<file path="src/rtl/rip_pkg.sv">
// Shared types for the resource-item parser.
// Assumes: large-item length is always two bytes, so payload lengths are 16 bits wide.
package rip_pkg;
    localparam int LEN_W = 16;

    typedef enum logic [3:0] {
        K_OTHER   = 4'd0,
        K_VERSION = 4'd1,
        K_DEVID   = 4'd2,
        K_COMPAT  = 4'd3,
        K_IRQ     = 4'd4,
        K_DMA     = 4'd5,
        K_IOPORT  = 4'd6,
        K_MEM24   = 4'd7,
        K_ANSI    = 4'd8,
        K_MEM32   = 4'd9,
        K_END     = 4'd10
    } kind_e;

    typedef enum logic [2:0] {
        ST_HDR, ST_LEN_LO, ST_LEN_HI, ST_PAY, ST_DONE
    } pstate_e;

    // True for descriptors that later map to configuration registers.
    function automatic logic kind_of_interest(input kind_e k);
        return (k == K_DEVID) || (k == K_IRQ) || (k == K_DMA) ||
               (k == K_IOPORT) || (k == K_MEM24) || (k == K_MEM32);
    endfunction
endpackage

</file>
<file path="src/rtl/rip_small_decode.sv">
// Decodes a small-item header byte: name, length field, kind, legality.
// Assumes: the caller only looks at the result when bit 7 of the byte is 0.
module rip_small_decode
    import rip_pkg::*;
(
    input  logic [7:0] hdr_byte,
    output logic [3:0] name,
    output logic [2:0] len_field,
    output kind_e      kind,
    output logic       len_bad
);
    assign name      = hdr_byte[6:3];
    assign len_field = hdr_byte[2:0];

    // Map the small name to a kind and check its length against the allowed set.
    always_comb begin
        kind    = K_OTHER;
        len_bad = 1'b0;
        case (name)
            4'h1: begin kind = K_VERSION; len_bad = (len_field != 3'd2); end
            4'h2: begin kind = K_DEVID;   len_bad = (len_field != 3'd5) && (len_field != 3'd6); end
            4'h3: begin kind = K_COMPAT;  len_bad = (len_field != 3'd4); end
            4'h4: begin kind = K_IRQ;     len_bad = (len_field != 3'd2) && (len_field != 3'd3); end
            4'h5: begin kind = K_DMA;     len_bad = (len_field != 3'd2); end
            4'h8: begin kind = K_IOPORT;  len_bad = (len_field != 3'd7); end
            4'hF: begin kind = K_END;     len_bad = (len_field != 3'd1); end
            default: begin kind = K_OTHER; len_bad = 1'b0; end
        endcase
    end
endmodule

</file>
<file path="src/rtl/rip_large_kind.sv">
// Maps a large-item name to its kind code.
// Assumes: unknown large names are reported as K_OTHER and walked normally.
module rip_large_kind
    import rip_pkg::*;
(
    input  logic [6:0] name,
    output kind_e      kind
);
    // Known large names only; everything else is other.
    always_comb begin
        case (name)
            7'h01:   kind = K_MEM24;
            7'h02:   kind = K_ANSI;
            7'h05:   kind = K_MEM32;
            default: kind = K_OTHER;
        endcase
    end
endmodule

</file>
<file path="src/rtl/rip_pay_counter.sv">
// Payload down-counter: loaded with a length, decremented per payload byte.
// Assumes: load and dec are never high together, and dec only while remain > 0.
module rip_pay_counter #(
    parameter int CW = 16
) (
    input  logic          clk,
    input  logic          rst_n,
    input  logic          load,
    input  logic [CW-1:0] load_val,
    input  logic          dec,
    output logic [CW-1:0] remain,
    output logic          is_last
);
    // Hold the number of payload bytes still expected.
    always_ff @(posedge clk) begin
        if (!rst_n)    remain <= '0;
        else if (load) remain <= load_val;
        else if (dec)  remain <= remain - CW'(1);
    end

    assign is_last = (remain == CW'(1));


    no_underflow_chk: assert property (@(posedge clk) disable iff (!rst_n)
        dec |-> (remain != '0));
endmodule

</file>
<file path="src/rtl/res_item_parser.sv">
// Walks a tagged resource-item byte stream and reports the role of each byte.
// Assumes: one byte per in_valid cycle; the stream starts on an item header
// after reset; the byte after the end item is the checksum.
module res_item_parser
    import rip_pkg::*;
#(
    parameter int IDX_W = 8
) (
    input  logic              clk,
    input  logic              rst_n,
    input  logic              in_valid,
    input  logic [7:0]        in_byte,
    output logic              beat_hdr,
    output logic              beat_len,
    output logic              beat_pay,
    output logic              beat_last,
    output logic              beat_cksum,
    output logic              fmt_err,
    output logic              item_large,
    output logic [6:0]        item_name,
    output logic [15:0]       item_len,
    output logic [3:0]        item_kind,
    output logic              item_interest,
    output logic [IDX_W-1:0]  item_idx,
    output logic              done
);
    pstate_e           state;
    logic [6:0]        name_q;
    logic              large_q;
    kind_e             kind_q;
    logic [7:0]        lo_q;
    logic [LEN_W-1:0]  len_q;
    logic              end_q;
    logic [IDX_W-1:0]  idx_q;

    logic [3:0]        s_name;
    logic [2:0]        s_len;
    kind_e             s_kind;
    logic              s_bad;
    kind_e             l_kind;
    logic [LEN_W-1:0]  remain;
    logic              pay_last;

    rip_small_decode u_sdec (
        .hdr_byte (in_byte),
        .name     (s_name),
        .len_field(s_len),
        .kind     (s_kind),
        .len_bad  (s_bad)
    );

    rip_large_kind u_lkind (
        .name (in_byte[6:0]),
        .kind (l_kind)
    );

    logic              acc;
    logic              is_large_hdr;
    logic              s_is_end;
    logic [2:0]        s_eff_len;
    logic [LEN_W-1:0]  len_full;
    kind_e             hdr_kind;
    kind_e             cur_kind;
    logic              ld_small;
    logic              ld_large;

    assign acc          = in_valid && (state != ST_DONE);
    assign is_large_hdr = in_byte[7];
    assign s_is_end     = (s_kind == K_END);
    assign s_eff_len    = s_is_end ? 3'd1 : s_len;
    assign len_full     = {in_byte, lo_q};
    assign hdr_kind     = is_large_hdr ? l_kind : s_kind;

    assign ld_small = acc && (state == ST_HDR) && !is_large_hdr && (s_eff_len != 3'd0);
    assign ld_large = acc && (state == ST_LEN_HI) && (len_full != '0);

    rip_pay_counter #(.CW(LEN_W)) u_cnt (
        .clk     (clk),
        .rst_n   (rst_n),
        .load    (ld_small || ld_large),
        .load_val(ld_small ? LEN_W'(s_eff_len) : len_full),
        .dec     (acc && (state == ST_PAY)),
        .remain  (remain),
        .is_last (pay_last)
    );

    // Per-beat strobes derived from the walk position.
    always_comb begin
        beat_hdr   = acc && (state == ST_HDR);
        beat_len   = acc && ((state == ST_LEN_LO) || (state == ST_LEN_HI));
        beat_pay   = acc && (state == ST_PAY);
        beat_cksum = beat_pay && end_q;
        beat_last  = (beat_hdr && !is_large_hdr && (s_eff_len == 3'd0)) ||
                     (acc && (state == ST_LEN_HI) && (len_full == '0)) ||
                     (beat_pay && pay_last);
        fmt_err    = beat_hdr && !is_large_hdr && s_bad;
    end

    // Item fields: decoded live on the header beat, held afterwards.
    always_comb begin
        if (state == ST_HDR) begin
            item_large = is_large_hdr;
            item_name  = is_large_hdr ? in_byte[6:0] : {3'b000, s_name};
            cur_kind   = hdr_kind;
            item_len   = is_large_hdr ? '0 : LEN_W'(s_eff_len);
        end else begin
            item_large = large_q;
            item_name  = name_q;
            cur_kind   = kind_q;
            item_len   = (state == ST_LEN_HI) ? len_full : len_q;
        end
        item_kind     = cur_kind;
        item_interest = kind_of_interest(cur_kind);
    end

    assign item_idx = idx_q;
    assign done     = (state == ST_DONE);

    // Walk state machine and held item context.
    always_ff @(posedge clk) begin
        if (!rst_n) begin
            state   <= ST_HDR;
            name_q  <= '0;
            large_q <= 1'b0;
            kind_q  <= K_OTHER;
            lo_q    <= '0;
            len_q   <= '0;
            end_q   <= 1'b0;
            idx_q   <= '0;
        end else if (acc) begin
            case (state)
                ST_HDR: begin
                    large_q <= is_large_hdr;
                    name_q  <= item_name;
                    kind_q  <= hdr_kind;
                    end_q   <= !is_large_hdr && s_is_end;
                    len_q   <= is_large_hdr ? '0 : LEN_W'(s_eff_len);
                    if (is_large_hdr)           state <= ST_LEN_LO;
                    else if (s_eff_len == 3'd0) state <= ST_HDR;
                    else                        state <= ST_PAY;
                end
                ST_LEN_LO: begin
                    lo_q  <= in_byte;
                    state <= ST_LEN_HI;
                end
                ST_LEN_HI: begin
                    len_q <= len_full;
                    state <= (len_full == '0) ? ST_HDR : ST_PAY;
                end
                ST_PAY: begin
                    if (pay_last) state <= end_q ? ST_DONE : ST_HDR;
                end
                default: state <= ST_DONE;
            endcase
            if (beat_last) idx_q <= idx_q + IDX_W'(1);
        end
    end


    beat_class_onehot_chk: assert property (@(posedge clk) disable iff (!rst_n)
        $onehot0({beat_hdr, beat_len, beat_pay}));


    idx_step_chk: assert property (@(posedge clk) disable iff (!rst_n)
        beat_last |=> (item_idx == $past(item_idx) + IDX_W'(1)));


    done_after_cksum_chk: assert property (@(posedge clk) disable iff (!rst_n)
        $rose(done) |-> $past(beat_cksum));


    done_hold_chk: assert property (@(posedge clk) disable iff (!rst_n)
        done |=> (done && $stable(item_idx)));
endmodule

</file>
<file path="config.mk">
export PLATFORM = sky130hd
export DESIGN_NAME = res_item_parser
export DESIGN_NICKNAME = d
export VERILOG_FILES = /design/src/rtl/rip_pkg.sv /design/src/rtl/rip_small_decode.sv /design/src/rtl/rip_large_kind.sv /design/src/rtl/rip_pay_counter.sv /design/src/rtl/res_item_parser.sv
export SDC_FILE = /design/constraint.sdc
export NUM_CORES = 1
export LEC_CHECK = 0
export CORE_MARGIN = 5
export CORE_UTILIZATION = 55
export DETAILED_ROUTE_END_ITERATION = 7
export GPL_TIMING_DRIVEN = 1
export PLACE_DENSITY = 0.86
export SLEW_MARGIN = 15
export SYNTH_ARGS = -nofsm -noshare
export SYNTH_HDL_FRONTEND = slang
export SYNTH_HIERARCHICAL = 1
export SYNTH_SLANG_ARGS = --single-unit
</file>
<file path="constraint.sdc">
create_clock -name clk -period 3.32 [get_ports clk]
set_input_delay 0.332 -clock clk [delete_from_list [all_inputs] [get_ports clk]]
set_output_delay 0.332 -clock clk [all_outputs]
set_load 0.02 [all_outputs]
</file>
==> impl_metrics.tcl <==
set metrics [dict create \
    nets 582 \
    crit_path_frequent_cell "buf_4" \
    dieArea_um2 8690 \
    place_inst 637 \
    start_kind "primary input" \
    top_usage_layer "met2" \
    arrival_ns 2.87 \
    use_met1_pct 30.6 \
    grt.total_usage_pct 25.1 \
    synth_ff_type "dfxtp_1" \
    rows 30 \
    ys_top_cells_by_count "94 x nand2_1, 64 x dfxtp_1, 59 x a21oi_1" \
    gr-total-overflow 0 \
    regArea_um2 1280 \
    cts.clk_slew.worst_paths_ns 0.07 \
    synth_area_leaders "dfxtp_1 34%, nand2_1 9.3%, a21oi_1 7.7%, o21ai_0 5.4%, nor2_1 3.5%" \
    port_buffers 54 \
    rsz0062_at_grt "false" \
    netlist_area_um2 3810 \
    min-delay-start "len_q[11]" \
    routedWlPerCell_um 16.3 \
    reg2reg_depth 8 \
    routed-via-count 3929 \
    p_sw_uw 635 \
    cap_violations 0 \
    ant_nets 0 \
    gp_congestion 0.922 \
    post-route-period-util_pct 96.6 \
    synth_seq_area_share_pct 33.6 \
    fin_skew_ns 0.00740 \
    min_path_type "reg2reg" \
    final_cells 653 \
    tns_ns 0 \
    cp_data_required_time_ns 2.99 \
    die_w_um 93.2 \
    yosysTopAreaCellShare_pct 33.6 \
    cts_tree "yes" \
    worstReg2RegStart "u_cnt/remain[7]" \
    drive_gt1_share_pct 11.2 \
    syn-instance-count 522 \
    path_max_fanout 6 \
    cts_buffers 9 \
    met2_usage_pct 42.5 \
    setup_viol 0 \
    path_cells "clkdlybuf4s50_1 > buf_4 > nand2_1 > o21ai_0 > and4bb_1 > buf_4 > nor4_2 > a311oi_1 > inv_1 > dlygate4sd2_1" \
    timing.rr.end "item_idx[5]" \
    finalPower_uw 2200 \
    antenna_found_initial 0 \
    wl_um 10600 \
    multi_input_area_um2 2260 \
    area_growth_pct 23.6 \
    status "finished clean" \
    fillCellCount 527 \
    io_pins 55 \
    worst_pin_slew_ns 0.813 \
    hold_violations 0 \
    max_stage_delay_ns 0.52 \
    syn_nets 536 \
    grt_max_degree 49 \
    clock_insertion_delay_worst_skew_ns 0.34 \
    cp_top_family "buffers and inverters" \
    regToRegSetupSlack_ns 0.34 \
    setup_ws_ns 0.114 \
    grt_first_pass_wirelength_um 17600 \
    synth-edff-count 0 \
    pwr-share-comb_pct 21.5 \
    drv_slew 0 \
    start_util_pct 56.4 \
    grt.met3_usage_pct 6.44 \
    cts_root_buf "clkbuf_8" \
    post-dp-hpwl_um 7320 \
    synth_area_per_cell_um2 7.30 \
    clock_path_buffers 2 \
    drt-initial-drc-count 458 \
    firstDrtPassIters 5 \
    p_seq_share_pct 38.6 \
    pre_cts_ws_ns -0.0596 \
    die_h_um 93.2 \
    ir_worst_vdd_v 0.000438 \
    end_kind "output pin" \
    cp_num_cells 10 \
    hold_end "len_q[11]" \
    n_antenna_cell 0 \
    ys_seq_elements 64 \
    routed_via_density 6.02 \
    cp_num_buf_inv 5 \
    swShare_pct 28.8 \
    startpoint "in_byte[6]" \
    postCtsSetupBuffers 0 \
    fmax_mhz 312 \
    synth_top_cell_by_area "dfxtp_1" \
    yosysWarnings 6 \
    synth_most_common_cell "nand2_1" \
    htreeDepth 3 \
    p_clk_share_pct 39.8 \
    clock-sinks 64 \
    fin_util_pct 69.7 \
    grt_pass1_vias 3803 \
    critPathKind "in2out" \
    ys_types 58 \
    p_leak_uw 0.00179 \
    min_path_cells 2 \
    slowest_stage "clkdlybuf4s50_1" \
    drc 0 \
    power_density_nw_per_um2 467 \
    p_int_uw 1570 \
    core_area_um2 6760 \
    period_needed_ns 3.21 \
    async_reset_ff_share_pct 0 \
    slew_headroom_pct 45.7 \
]
-- tightest hold or removal path, cell delays in order, from the launching register on --
cell and delay (ns):
dfxtp_1 0.31, nand2_1 0.05, a21oi_1 0.05
-- state kept, by name (all words and copies together), names as in the netlist --
signal        flops
len_q            16
u_cnt/remain     16
item_idx          8
lo_q              8
name_q            7
kind_q            4
state             3
end_q             1
large_q           1
-- per-layer routing --
layer / vias to the layer above / wire [µm]
li1: 1902 / -
met1: 1802 / 4310
met2: 199 / 5270
met3: 26 / 862
met4: 0 / 199
met5: - / 0
-- logic make-up after synthesis --
group	count (synthesis)	share of synthesized area (%)
adders and majority gates	3	0.985
DFF	64	33.6
xor gates and xnor gates	14	3.22
buffers and inverters	60	7.45
AOI/OAI and AO/OA	125	18.5
muxes	16	4.40
and+or+nand+nor	240	31.8
-- metrics by stage --
step | hold slack (ns) | area (µm²)
after floorplan | 0.433 | 3810
after global placement | 0.440 | 4420
after detailed placement | 0.447 | 4420
after CTS | 0.459 | 4700
after global routing | 0.486 | 4710
final | 0.458 | 4710
-- worst max path at each step --
stage,slack [ns],end
after CTS,0.03,item_len[2]
final,0.11,beat_last
after global routing,0.02,item_interest
after floorplan,0.48,u_cnt/remain[3]
after global placement,0.1,item_interest
after detailed placement,-0.06,beat_last
-- final cells by class --
| class | instances | share of cell area [%] |
|---|---|---|
| Sequential cell | 64 | 27.2 |
| Clock buffer | 12 | 3.51 |
| Tap cell | 80 | 2.12 |
| Multi-Input combinational cell | 398 | 48.0 |
| Inverter | 14 | 1.12 |
| Timing Repair Buffer | 81 | 15.9 |
| Clock inverter | 4 | 2.10 |
-- power groups by stage --
stage	clock network [µW]	logic (µW)	registers (µW)
detailed placement	0	460	866
floorplan	0	314	849
CTS	884	470	850
global placement	0	449	862
finish	877	474	850
global route	920	515	856
-- timing repair --
item                                    in CTS  in global routing
hold buffers                                 0                  0
endpoints found under the setup margin       1                  5
cloned                                       0                  0
resized for setup                            3                  4
pin swaps                                    0                  0
-- placed cells by master, fill, tap and decap left out, types with 3 or more instances in the layout --
master | synthesis | final
clkdlybuf4s50_1 | 0 | 50
nor2b_1 | 11 | 11
or4_4 | 3 | 3
clkbuf_8 | 0 | 12
xnor2_1 | 10 | 10
mux2_2 | 6 | 6
nor3b_1 | 4 | 4
and2_1 | 4 | 4
ha_1 | 3 | 3
nor4_1 | 10 | 9
or3_1 | 10 | 10
nand2b_1 | 6 | 6
o21ai_0 | 41 | 41
bufinv_16 | 0 | 3
nand2_1 | 94 | 94
dfxtp_1 | 64 | 64
buf_4 | 10 | 27
nor3_1 | 9 | 9
or2_2 | 4 | 4
nor2_1 | 36 | 35
xor2_1 | 4 | 4
nand3_1 | 25 | 25
mux2i_1 | 10 | 10
inv_1 | 11 | 11
nand3b_1 | 3 | 3
a21oi_1 | 59 | 59
a311oi_1 | 5 | 5
dlymetal6s2s_1 | 0 | 3
o31ai_1 | 3 | 3
o211a_1 | 3 | 3
Power figures use the tool's default switching activity.
